===== src/rtl/pgr_pkg.sv =====
package pgr_pkg;

    typedef enum logic [1:0] {
        ST_HOLD    = 2'd0,
        ST_COUNT   = 2'd1,
        ST_RELEASE = 2'd2
    } state_t;

    function automatic longint timeout_cycles(input longint hz, input longint us);
        longint c;
        c = (hz * us) / 64'd1000000;
        if (c < 1) c = 1;
        return c;
    endfunction

endpackage


===== src/rtl/pgr_sync.sv =====
module pgr_sync #(
    parameter int WIDTH  = 2,
    parameter int STAGES = 2
) (
    input  logic             clk,
    input  logic             rst_n,
    input  logic [WIDTH-1:0] d,
    output logic [WIDTH-1:0] q
);

    logic [STAGES-1:0][WIDTH-1:0] stg;

    generate
        if (STAGES == 1) begin : g_single
            always_ff @(posedge clk or negedge rst_n) begin
                if (!rst_n) stg <= '0;
                else        stg <= d;
            end
        end else begin : g_chain
            always_ff @(posedge clk or negedge rst_n) begin
                if (!rst_n) stg <= '0;
                else        stg <= {stg[STAGES-2:0], d};
            end
        end
    endgenerate

    assign q = stg[STAGES-1];

endmodule


===== src/rtl/pgr_timer.sv =====
module pgr_timer #(
    parameter int LIMIT = 16,
    parameter int CNT_W = $clog2(LIMIT + 1)
) (
    input  logic clk,
    input  logic rst_n,
    input  logic run,
    output logic done
);

    localparam logic [CNT_W-1:0] LAST = CNT_W'(LIMIT - 1);

    logic [CNT_W-1:0] cnt_q;

    assign done = (cnt_q == LAST);

    always_ff @(posedge clk or negedge rst_n) begin
        if (!rst_n)    cnt_q <= '0;
        else if (!run) cnt_q <= '0;
        else if (done) cnt_q <= '0;
        else           cnt_q <= cnt_q + 1'b1;
    end

endmodule


===== src/rtl/pgr_reset_timer.sv =====
module pgr_reset_timer #(
    parameter int CLK_HZ      = 1000000,
    parameter int TIMEOUT_US  = 315000,
    parameter int SYNC_STAGES = 2
) (
    input  logic clk,
    input  logic rst_n,
    input  logic fb1_ok,
    input  logic fb2_ok,
    input  logic ss_done,
    input  logic uvlo,
    input  logic thermal,
    output logic rst_pull
);
    import pgr_pkg::*;

    localparam longint LIMIT_L = timeout_cycles(longint'(CLK_HZ), longint'(TIMEOUT_US));
    localparam int     LIMIT   = int'(LIMIT_L);
    localparam int     CNT_W   = $clog2(LIMIT + 1);

    logic [1:0] ok_s;
    logic       tmr_done;
    logic       fault;
    logic       both_good;
    logic       arm;
    logic       run;
    state_t     state_q;
    state_t     state_d;

    pgr_sync #(.WIDTH(2), .STAGES(SYNC_STAGES)) u_sync (
        .clk  (clk),
        .rst_n(rst_n),
        .d    ({fb2_ok, fb1_ok}),
        .q    (ok_s)
    );

    assign fault     = uvlo | thermal;
    assign both_good = &ok_s;
    assign arm       = both_good & ss_done & ~fault;
    assign run       = (state_q == ST_COUNT) & arm;

    pgr_timer #(.LIMIT(LIMIT), .CNT_W(CNT_W)) u_timer (
        .clk  (clk),
        .rst_n(rst_n),
        .run  (run),
        .done (tmr_done)
    );

    // next-state decision
    always_comb begin
        state_d = state_q;
        unique case (state_q)
            ST_HOLD: begin
                if (arm) state_d = ST_COUNT;             // t_arm
            end
            ST_COUNT: begin
                if (!arm)          state_d = ST_HOLD;    // t_abort
                else if (tmr_done) state_d = ST_RELEASE; // t_expire
            end
            ST_RELEASE: begin
                if (fault || !both_good) state_d = ST_HOLD; // t_drop
            end
            default: state_d = ST_HOLD;
        endcase
    end

    // state register
    always_ff @(posedge clk or negedge rst_n) begin
        if (!rst_n) state_q <= ST_HOLD;
        else        state_q <= state_d;
    end

    // output decode
    always_comb begin
        rst_pull = (state_q != ST_RELEASE);
    end

endmodule


===== config.mk =====
export PLATFORM = sky130hd
export DESIGN_NAME = pgr_reset_timer
export DESIGN_NICKNAME = d
export VERILOG_FILES = /design/src/rtl/pgr_pkg.sv /design/src/rtl/pgr_sync.sv /design/src/rtl/pgr_timer.sv /design/src/rtl/pgr_reset_timer.sv
export SDC_FILE = /design/constraint.sdc
export NUM_CORES = 1
export LEC_CHECK = 0
export ABC_AREA = 1
export BUFFER_PORTS_ARGS = -buffer_cell sky130_fd_sc_hd__buf_2
export CAP_MARGIN = 20
export CORE_MARGIN = 1
export CORE_UTILIZATION = 40
export DETAILED_ROUTE_END_ITERATION = 10
export GPL_TIMING_DRIVEN = 1
export PLACE_DENSITY = 0.64
export SLEW_MARGIN = 10
export SYNTH_ARGS = -nofsm -noshare
export SYNTH_HDL_FRONTEND = slang
export SYNTH_SLANG_ARGS = --single-unit

===== constraint.sdc =====
create_clock -name clk -period 3.75 [get_ports clk]
set_input_delay 0.375 -clock clk [delete_from_list [all_inputs] [get_ports clk]]
set_output_delay 0.375 -clock clk [all_outputs]
set_load 0.05 [all_outputs]

==> results of run 1 <==
## stage by stage
step	hold WS [ns]	power [uW]	instance area, sq um	setup slack (ns)
2_1_floorplan	0.07941	296.1	1334	2.466
3_3_place_gp	0.3321	306.5	1424	2.283
3_5_place_dp	0.3362	308.3	1424	2.261
4_1_cts	0.01599	440.0	1455	2.213
5_1_grt	0.03804	455.5	1455	2.058
6_report	-0.001448	432.0	1455	2.211
## synthesized netlist by cell type
library cell   n
a21oi_1        2
ha_1           1
xnor2_1        3
inv_1         24
nor3_1         1
nand2_4        1
nor2_1        38
nand3_1       13
o21ai_0        1
nand2_2        5
dfrtp_1       25
nand4_1        3
nand3_2        1
nor2_4         4
o31ai_1        1
a21oi_2        1
xor2_1         3
nor3b_1        1
nor2_2         5
inv_2          1
nand2_1       40
## worst min-delay path by stage
| stage | from | endpoint | slack (ns) | depth (start not counted) |
|---|---|---|---|---|
| final | rst_n | state_q[0]$_DFFE_PN0P_ | -0.001 | 1 |
| after detailed placement | u_sync.stg[0]$_DFF_PN0_ | u_sync.q[0]$_DFF_PN0_ | 0.34 | 0 |
| after global routing | rst_n | state_q[0]$_DFFE_PN0P_ | 0.04 | 1 |
| after global placement | u_sync.stg[1]$_DFF_PN0_ | u_sync.q[1]$_DFF_PN0_ | 0.33 | 0 |
| after floorplan | rst_n | state_q[0]$_DFFE_PN0P_ | 0.08 | 0 |
| after CTS | rst_n | u_timer.cnt_q[12]$_DFF_PN0_ | 0.02 | 1 |
## cells by family (layout without fill, tap and decap cells)
kind of cell	Yosys count	in the layout	share of synthesized area (%)
buffers and inverters	25	36	7.036
AO/OA/AOI/OAI	5	5	2.345
adder cells (fa/ha/maj)	1	1	0.9379
AND/OR/NAND/NOR	112	112	38.84
flip-flops	25	25	46.90
XOR/XNOR	6	6	3.941
## cell usage in the layout, fill, tap and decap left out, types with 2 or more instances in the layout
cell type  instances
a21oi_1            2
buf_2              7
clkbuf_4           3
dfrtp_1           25
inv_1             24
nand2_1           40
nand2_2            5
nand3_1           13
nand4_1            3
nor2_1            38
nor2_2             5
nor2_4             4
xnor2_1            3
xor2_1             3
## sequential cells by signal, summed over array words and instances (netlist names)
register	cells
u_sync.q	2
u_sync.stg	2
state_q	2
u_timer.cnt_q	19
## power by group through the flow
stage	logic [uW]	registers (uW)	clock network, uW
6_report	23.5	279	129
5_1_grt	29.0	280	146
2_1_floorplan	12.7	283	0
4_1_cts	24.0	279	137
3_5_place_dp	23.9	284	0
3_3_place_gp	22.6	284	0
## critical path, stage by stage (launching register included)
cell and delay, ns:
dfrtp_1 0.44, ha_1 0.24, nand2_1 0.11, inv_1 0.07, nand2_1 0.07, nor2_2 0.05, a21oi_2 0.28, nand2_1 0.09
nor2_1 0.11
## routing by layer
| metal | part of all wire [%] | track usage, % |
|---|---|---|
| met4 | 1.2 | 7.641 |
| met2 | 47 | 29.05 |
| met5 | 0 | 0 |
| met1 | 49 | 23.21 |
| met3 | 2.2 | 2.165 |
## cell type report
type                       count  share of cell area, %
sequential                    25                  42.99
multi-input combinational    124                  42.22
tap                           44                  3.783
clock buffer                   3                  1.548
timing repair buffer           7                  2.408
inverter                      25                  6.449
clock inverter                 1                 0.6019
==> impl_metrics.env, run 1 <==
export IMPL_status="finished with violations"
export IMPL_violations="negative hold slack"
export IMPL_ios=8
export IMPL_r2r_setup_slack_ns=2.21
export IMPL_worstSetupPathType="register to register"
export IMPL_nets=194
export IMPL_cts_resized=0
export IMPL_drt_iter0_markers=43
export IMPL_vias=1093
export IMPL_cts_buffer_depth=2
export IMPL_antenna_found_initial=0
export IMPL_viasPerCell=4.773
export IMPL_r2r_end="u_timer.cnt_q[14]$_DFF_PN0_"
export IMPL_avgSynthCellArea_sq_um=7.665
export IMPL_finClkSkew_ns=0.01148
export IMPL_synth_fp_nets=182
export IMPL_hp_class="input pin to async pin"
export IMPL_endpoint_kind="register"
export IMPL_first_global_vias=1101
export IMPL_arrival_ns=1.80
export IMPL_drive_above_1_share_pct=15.68
export IMPL_synth_top_area_share_pct=46.90
export IMPL_layout_min_cycle_time_ns=1.539
export IMPL_core_sq_um=3103
export IMPL_slew_headroom_pct=64.00
export IMPL_ff2ff_path_depth=8
export IMPL_ys_seq_area_share_pct=46.90
export IMPL_synthCells=174
export IMPL_ctsHoldBuffers=0
export IMPL_finalWeightedCongestion=0.8898
export IMPL_root_buffer="clkbuf_4"
export IMPL_rsz0062_at_grt="no"
export IMPL_synth_seq_cells=25
export IMPL_area_growth_pct=9.100
export IMPL_ff_latch_area_sq_um=625.6
export IMPL_worst_pin_slew_ns=0.5400
export IMPL_yosysUniqueCellTypes=21
export IMPL_die_x_microns=59.75
export IMPL_fin_tns_setup_ns=0
export IMPL_row_count=20
export IMPL_leakagePower_uw=0.0006619
export IMPL_drv_slew=0
export IMPL_power_frac_comb_pct=5.4
export IMPL_setup_violations_final=0
export IMPL_cts_sinks=25
export IMPL_crit_start="u_timer.cnt_q[0]$_DFF_PN0_"
export IMPL_whs_ns=-0.001448
export IMPL_dp_cells=225
export IMPL_reg2reg_from="u_timer.cnt_q[0]$_DFF_PN0_"
export IMPL_portBuffers=7
export IMPL_ir_drop_v=0.0001815
export IMPL_grt_pass1_wl_mm=4.692
export IMPL_netlist_area_sq_um=1334
export IMPL_detail_route_antenna_nets=0
export IMPL_yosysWarnings=0
export IMPL_post_route_drc_count=0
export IMPL_die_area_sq_um=3569
export IMPL_layout_cells_non_filler=229
export IMPL_maxCapViolations=0
export IMPL_clk_latency_ns=0.33
export IMPL_overflow=0
export IMPL_max_freq_mhz=649.6
export IMPL_diodes=0
export IMPL_fillers=333
export IMPL_clk_pin_slew_ns=0.15
export IMPL_fin_util_pct=46.90
export IMPL_power_share_sequential_pct=64.6
export IMPL_crit_end="u_timer.cnt_q[14]$_DFF_PN0_"
export IMPL_cts_setup_buffers=0
export IMPL_swShare_pct=24.42
export IMPL_wirelength_mm=2.569
export IMPL_avgRoutedWirePerCell_microns=11.22
export IMPL_grt_start_max_net_pins=26
export IMPL_cts_tree="built"
export IMPL_die_y_microns=59.75
export IMPL_dr_pass1_iters=4
export IMPL_yosys_area_top_type="dfrtp_1"
export IMPL_power_switching_uw=105.5
export IMPL_multiInputGateArea_sq_um=614.3
export IMPL_p_int_uw=326.5
export IMPL_clkPwrFrac_pct=29.9
export IMPL_period_share_pct=41.05
export IMPL_synthTopCellsByArea="dfrtp_1, nand2_1, nor2_1, inv_1, nand3_1"
export IMPL_startpoint_type="register"
export IMPL_required_ns=4.01
export IMPL_grt_use_total_pct=17.63
export IMPL_hold_viol=2
export IMPL_htree_levels=1
export IMPL_cp_max_fo=6
export IMPL_p_per_area_nw_per_um2=296.9
export IMPL_dp_hpwl_mm=2.049
export IMPL_initial_core_util_pct=42.98
export IMPL_cts_buffers=3
No activity file was read; power rests on OpenSTA's default activity.
==> inputs of run 2 (changes only) <==
--- a/config.mk
+++ b/config.mk
@@ -5,14 +5,14 @@
 export SDC_FILE = /design/constraint.sdc
 export NUM_CORES = 1
 export LEC_CHECK = 0
-export ABC_AREA = 1
+export ABC_AREA = 0
 export BUFFER_PORTS_ARGS = -buffer_cell sky130_fd_sc_hd__buf_2
 export CAP_MARGIN = 20
 export CORE_MARGIN = 1
 export CORE_UTILIZATION = 40
 export DETAILED_ROUTE_END_ITERATION = 10
 export GPL_TIMING_DRIVEN = 1
-export PLACE_DENSITY = 0.64
+export PLACE_DENSITY = 0.65
 export SLEW_MARGIN = 10
 export SYNTH_ARGS = -nofsm -noshare
 export SYNTH_HDL_FRONTEND = slang
==> constraint.sdc (replaced) <==
create_clock -name clk -period 1.5 [get_ports clk]
set_input_delay 0.15 -clock clk [delete_from_list [all_inputs] [get_ports clk]]
set_output_delay 0.15 -clock clk [all_outputs]
set_load 0.05 [all_outputs]
==> impl_metrics.env, run 2 <==
export IMPL_status="finished with violations"
export IMPL_violations="negative setup slack"
export IMPL_grt_pass1_wl_mm=4.395
export IMPL_netlist_area_sq_um=1161
export IMPL_dr_pass1_iters=4
export IMPL_nets=164
export IMPL_synth_seq_cells=25
export IMPL_min_from="ss_done"
export IMPL_cp_max_fo=4
export IMPL_post_synth_top_count_cell="dfrtp_1"
export IMPL_synth_edf_count=0
export IMPL_antenna_found_initial=0
export IMPL_max_freq_mhz=593.7
export IMPL_avgRoutedWirePerCell_microns=14.92
export IMPL_rsz0062_at_grt="yes"
export IMPL_synthArstFlopShare_pct=100.0
export IMPL_pre_cts_slack_ns=-0.1905
export IMPL_clk_latency_ns=0.31
export IMPL_fin_area_sq_um=1659
export IMPL_grt_use_met1_pct=23.41
export IMPL_layout_min_cycle_time_ns=1.684
export IMPL_diodes=0
export IMPL_fillers=225
export IMPL_dp_cells=170
export IMPL_use_met3_pct=4.884
export IMPL_detail_route_antenna_nets=0
export IMPL_post_route_drc_count=0
export IMPL_placed_cell_area_sq_um=1425
export IMPL_drive_above_1_share_pct=40.65
export IMPL_die_area_sq_um=3122
export IMPL_r2r_end="u_timer.cnt_q[16]$_DFF_PN0_"
export IMPL_layout_cells_non_filler=186
export IMPL_drv_slew=0
export IMPL_largest_register_ffs=19
export IMPL_multiInputGateArea_sq_um=596.8
export IMPL_fin_ws_ns=-0.1844
export IMPL_grt_use_met2_pct=32.01
export IMPL_finalWeightedCongestion=0.8154
export IMPL_fin_tns_setup_ns=-2.957
export IMPL_hold_viol=0
export IMPL_yosysWarnings=0
export IMPL_grt_use_total_pct=18.50
export IMPL_yosysUniqueCellTypes=26
export IMPL_layout_commonest_cell="buf_4"
export IMPL_finClkSkew_ns=0.004151
export IMPL_wirelength_mm=2.775
export IMPL_cts_buffer_depth=2
export IMPL_synth_top_flop_cell="dfrtp_1"
export IMPL_first_global_vias=952
export IMPL_ios=8
export IMPL_ys_seq_area_share_pct=53.88
export IMPL_die_x_microns=55.88
export IMPL_portBuffers=7
export IMPL_r2r_setup_slack_ns=-0.18
export IMPL_startpoint_type="register"
export IMPL_min_path_cells=3
export IMPL_initial_core_util_pct=42.11
export IMPL_dp_hpwl_mm=1.784
export IMPL_grt_start_max_net_pins=26
export IMPL_slew_headroom_pct=62.67
export IMPL_ir_drop_v=0.0007645
export IMPL_area_growth_pct=42.89
export IMPL_synth_top_area_share_pct=53.88
export IMPL_leakagePower_uw=0.0006736
export IMPL_ff2ff_path_depth=5
export IMPL_avgSynthCellArea_sq_um=10.37
export IMPL_whs_ns=0.1130
export IMPL_crit_end="u_timer.cnt_q[16]$_DFF_PN0_"
export IMPL_top_register="u_timer.cnt_q"
export IMPL_required_ns=1.76
export IMPL_root_buffer="clkbuf_4"
export IMPL_cts_tree="built"
export IMPL_hp_class="input pin to register"
export IMPL_mostFrequentLayoutCells="buf_4, dfrtp_1, xnor2_1, nor2_1, buf_2"
export IMPL_viasPerCell=5.038
export IMPL_overflow=0
export IMPL_period_share_pct=112.3
export IMPL_crit_start="u_timer.cnt_q[0]$_DFF_PN0_"
export IMPL_synthCells=112
export IMPL_worst_pin_slew_ns=0.5599
export IMPL_synthTopCellsByArea="dfrtp_1, xnor2_1, nor2_1, nor4_1, nand3_1"
export IMPL_row_count=19
export IMPL_drt_iter0_markers=47
export IMPL_cts_sinks=25
export IMPL_vias=937
export IMPL_ff_latch_area_sq_um=625.6
export IMPL_maxCapViolations=0
export IMPL_p_per_area_nw_per_um2=610.6
export IMPL_arrival_ns=1.94
export IMPL_htree_levels=1
export IMPL_core_sq_um=2758
export IMPL_cts_buffers=3
export IMPL_clk_pin_slew_ns=0.14
export IMPL_yosys_area_top_type="dfrtp_1"
export IMPL_reg2reg_from="u_timer.cnt_q[0]$_DFF_PN0_"
export IMPL_setup_violations_final=20
export IMPL_synth_fp_nets=120
export IMPL_endpoint_kind="register"
export IMPL_grt_busiest_layer="met2"
export IMPL_synth_common_cells="dfrtp_1, nor2_1, xnor2_1, nor4_1"
export IMPL_die_y_microns=55.88
export IMPL_worstSetupPathType="register to register"
==> run 2: layout make-up <==
type / count / share of cell area [%]
sequential: 25 / 37.71
multi-input combinational: 79 / 35.97
clock buffer: 3 / 1.357
timing repair buffer: 41 / 20.97
inverter: 6 / 1.357
tap: 31 / 2.338
clock inverter: 1 / 0.3017
==> run 2: how the worst min path moves through the flow <==
stage	slack, ns	endpoint
after floorplan	-0.15	state_q[0]$_DFFE_PN0P_
after global placement	0.16	state_q[0]$_DFFE_PN0P_
after detailed placement	0.17	state_q[0]$_DFFE_PN0P_
after CTS	0.11	state_q[0]$_DFFE_PN0P_
after global routing	0.15	state_q[0]$_DFFE_PN0P_
final	0.11	state_q[0]$_DFFE_PN0P_
==> run 2: timing repair <==
item | CTS | global route
hold buffers | 3 | 0
setup endpoints to repair | 20 | 20
gates resized for setup | 2 | 16
endpoints found under the hold margin | 27 | 0
setup buffers | 6 | 1
pin swaps | 1 | 10
cloned | 1 | 1
==> run 2: metrics by stage <==
step	power, uW	util, %
4_1_cts	1023	56.58
6_report	1013	60.16
5_1_grt	1052	60.16
3_3_place_gp	717.6	51.68
2_1_floorplan	697.7	-
3_5_place_dp	719.2	51.68
==> run 2: kinds of logic (layout without fill, tap and decap cells) <==
group / after synthesis / in the layout / share of synthesized area (%)
xor gates and xnor gates: 14 / 14 / 10.56
DFF: 25 / 25 / 53.88
buffers and inverters: 8 / 51 / 3.232
adders and majority gates: 1 / 1 / 1.077
and+or+nand+nor: 55 / 55 / 25.65
AOI/OAI and AO/OA: 9 / 9 / 5.603
==> run 2: where the power goes <==
part	total (uW)	leakage, uW	switching (uW)	internal [uW]
Sequential	681	0.000340	1.60	680
Clock	301	0.0000177	202	99.7
Combinational	30.3	0.000316	17.6	12.7
==> run 2: metal layers <==
| layer | share of wire [%] | vias up |
|---|---|---|
| met5 | 0 | - |
| met4 | 0.61 | 0 |
| met3 | 1.7 | 2 |
| met2 | 52 | 6 |
| met1 | 46 | 455 |
| li1 | - | 474 |
==> run 2: worst max-delay path, cell delays in order (launching register included) <==
cell,delay (ns)
dfrtp_1,0.42
ha_2,0.20
nand3_2,0.09
or3_4,0.36
or4_4,0.43
a21oi_2,0.12
==> inputs of run 3 (changes only) <==
--- a/config.mk
+++ b/config.mk
@@ -8,12 +8,15 @@
 export ABC_AREA = 0
 export BUFFER_PORTS_ARGS = -buffer_cell sky130_fd_sc_hd__buf_2
 export CAP_MARGIN = 20
+export CELL_PAD_IN_SITES_DETAIL_PLACEMENT = 1
+export CELL_PAD_IN_SITES_GLOBAL_PLACEMENT = 1
 export CORE_MARGIN = 1
 export CORE_UTILIZATION = 40
 export DETAILED_ROUTE_END_ITERATION = 10
 export GPL_TIMING_DRIVEN = 1
-export PLACE_DENSITY = 0.65
+export PLACE_DENSITY = 0.76
 export SLEW_MARGIN = 10
 export SYNTH_ARGS = -nofsm -noshare
 export SYNTH_HDL_FRONTEND = slang
+export SYNTH_HIERARCHICAL = 1
 export SYNTH_SLANG_ARGS = --single-unit
==> impl_metrics.env, run 3 <==
export IMPL_yosys_mux_area_fraction_pct=0
export IMPL_hold_viol=0
export IMPL_avgRoutedWirePerCell_microns=16.06
export IMPL_yosys_area_share_adder_pct=0.9921
export IMPL_diodes=0
export IMPL_top_register="u_timer/cnt_q"
export IMPL_synth_top_family_by_area="simple AND/OR/NAND/NOR gates"
export IMPL_vias=1031
export IMPL_synth_top_flop_cell="dfrtp_1"
export IMPL_drive_above_1_share_pct=40.26
export IMPL_layout_commonest_cell="buf_4"
export IMPL_cts_tree="built"
export IMPL_finClkSkew_ns=0.008836
export IMPL_fin_ws_ns=-0.08142
export IMPL_synthCells=119
export IMPL_ys_seq_area_share_pct=49.60
export IMPL_antenna_found_initial=0
export IMPL_cp_slowest_stage_delay_ns=0.48
export IMPL_avgSynthCellArea_sq_um=10.60
export IMPL_fin_tns_setup_ns=-1.085
export IMPL_root_buffer="clkbuf_4"
export IMPL_overflow=0
export IMPL_pre_cts_slack_ns=-0.08992
export IMPL_largest_register_ffs=19
export IMPL_initial_core_util_pct=41.65
export IMPL_clk_pin_slew_ns=0.15
export IMPL_htree_levels=1
export IMPL_detail_route_antenna_nets=0
export IMPL_post_synth_top_count_cell="dfrtp_1"
export IMPL_grt_start_max_net_pins=26
export IMPL_maxCapViolations=0
export IMPL_required_ns=1.74
export IMPL_synthTopCellsByArea="dfrtp_1, xnor2_1, nor2_1, nor4_1, nand4_1"
export IMPL_max_freq_mhz=632.3
export IMPL_area_growth_pct=30.56
export IMPL_die_x_microns=58.15
export IMPL_p_per_area_nw_per_um2=631.0
export IMPL_leakagePower_uw=0.0006465
export IMPL_worstSetupPathType="register to register"
export IMPL_layout_min_cycle_time_ns=1.581
export IMPL_synth_top_area_share_pct=49.60
export IMPL_ir_drop_v=0.0003326
export IMPL_violations="negative setup slack"
export IMPL_drv_slew=0
export IMPL_cts_buffer_depth=2
export IMPL_dr_pass1_iters=4
export IMPL_setup_violations_final=17
export IMPL_ios=8
export IMPL_die_y_microns=58.15
export IMPL_dp_hpwl_mm=2.444
export IMPL_cts_sinks=25
export IMPL_grt_pass1_wl_mm=5.451
export IMPL_period_share_pct=105.4
export IMPL_portBuffers=7
export IMPL_fin_util_pct=54.38
export IMPL_synth_fp_nets=127
export IMPL_viasPerCell=5.207
export IMPL_status="finished with violations"
export IMPL_mostFrequentLayoutCells="buf_4, dfrtp_1, nor2_1, xnor2_1"
export IMPL_die_area_sq_um=3381
export IMPL_core_sq_um=3028
export IMPL_yosys_area_top_type="dfrtp_1"
export IMPL_hp_class="input pin to register"
export IMPL_row_count=20
export IMPL_cts_buffers=3
export IMPL_nets=163
export IMPL_yosysWarnings=6
export IMPL_cp_max_fo=6
export IMPL_finalWeightedCongestion=0.8182
export IMPL_endpoint_kind="register"
export IMPL_yosysUniqueCellTypes=32
export IMPL_whs_ns=0.08575
export IMPL_cpMaxStageDelayCell="o41ai_4"
export IMPL_synth_compound_area_share_pct=5.258
export IMPL_drt_iter0_markers=30
export IMPL_slew_headroom_pct=62.18
export IMPL_grt_use_total_pct=21.95
export IMPL_first_global_vias=1153
export IMPL_crit_family="compound AO/OA/AOI/OAI gates"
export IMPL_placed_cell_area_sq_um=1509
export IMPL_wirelength_mm=3.180
export IMPL_fin_area_sq_um=1647
export IMPL_arrival_ns=1.82
export IMPL_synth_edf_count=0
export IMPL_yosys_area_share_xor_xnor_pct=10.42
export IMPL_worst_pin_slew_ns=0.5672
export IMPL_rsz0062_at_grt="yes"
export IMPL_netlist_area_sq_um=1261
export IMPL_synthArstFlopShare_pct=100.0
export IMPL_clk_latency_ns=0.33
export IMPL_synth_common_cells="dfrtp_1, nor2_1, xnor2_1, nor4_1, nand4_1"
export IMPL_synthSimpleGateAreaFrac_pct=29.17
export IMPL_synth_seq_cells=25
export IMPL_crit_chain="ha_4, nand4_1, o41ai_4, buf_4, nor2_1"
export IMPL_post_route_drc_count=0
export IMPL_startpoint_type="register"
export IMPL_path_buf_inv=1
-- run 3: path summary, 6_finish.rpt --
check                                                 from                    endpoint  slack [ns]  cells after the start
worst max-delay path            u_timer/cnt_q[0]$_DFF_PN0_  u_timer/cnt_q[4]$_DFF_PN0_       -0.08                      5
worst max register to register  u_timer/cnt_q[0]$_DFF_PN0_  u_timer/cnt_q[4]$_DFF_PN0_       -0.08                      5
worst min register to register     u_sync/stg[1]$_DFF_PN0_       u_sync/q[1]$_DFF_PN0_        0.38                      0
max in group asynchronous                            rst_n     u_sync/stg[1]$_DFF_PN0_        0.79                      2
min in group asynchronous                            rst_n      state_q[1]$_DFFE_PN0P_        0.33                      2
worst min-delay path                               ss_done      state_q[1]$_DFFE_PN0P_        0.09                      3
-- run 3: metal layers --
layer	wire length, microns	vias to the layer above	global-route usage [%]
met3	40	9	2.679
li1	-	485	-
met2	1639	10	37.60
met5	0	-	0
met4	80	0	11.56
met1	1420	527	26.99
-- run 3: tightest hold or removal path, cell delays in order --
cell      delay (ns)
buf_2           0.10
nand4b_1        0.09
a21oi_1         0.06
-- run 3: power breakdown --
part | switching [uW] | leakage [uW] | internal, uW
registers | 4.13 | 0.000340 | 680
logic | 18.7 | 0.000292 | 15.7
clock network | 218 | 0.0000139 | 102
-- run 3: cells by family after synthesis --
logic type,Yosys count
simple gates,63
flops,25
xor+xnor,15
buf+inv,9
compound gates,6
fa+ha+maj,1
-- run 3: stage by stage --
stage	power, uW	cells
detailed placement	726.7	190
global route	1081	198
global placement	723.1	190
CTS	1051	197
floorplan	706.5	119
finish	1039	198
-- run 3: what timing repair did --
item                                    4_1_cts  5_1_grt
setup buffers                                 0        1
pin swaps                                     3        2
endpoints found under the hold margin        27        0
gates cloned                                  0        0
gates resized for setup                       8        8
hold buffers                                  3        0
endpoints found under the setup margin       19       19
-- run 3: area by class of cell --
cell class / instances / area, sq um
timing repair buffer: 36 / 260.3
sequential: 25 / 625.6
fill: 339 / 1381
tap: 44 / 55.05
multi-input combinational: 85 / 660.6
inverter: 4 / 15.01
clock inverter: 1 / 7.507
clock buffer: 3 / 22.52
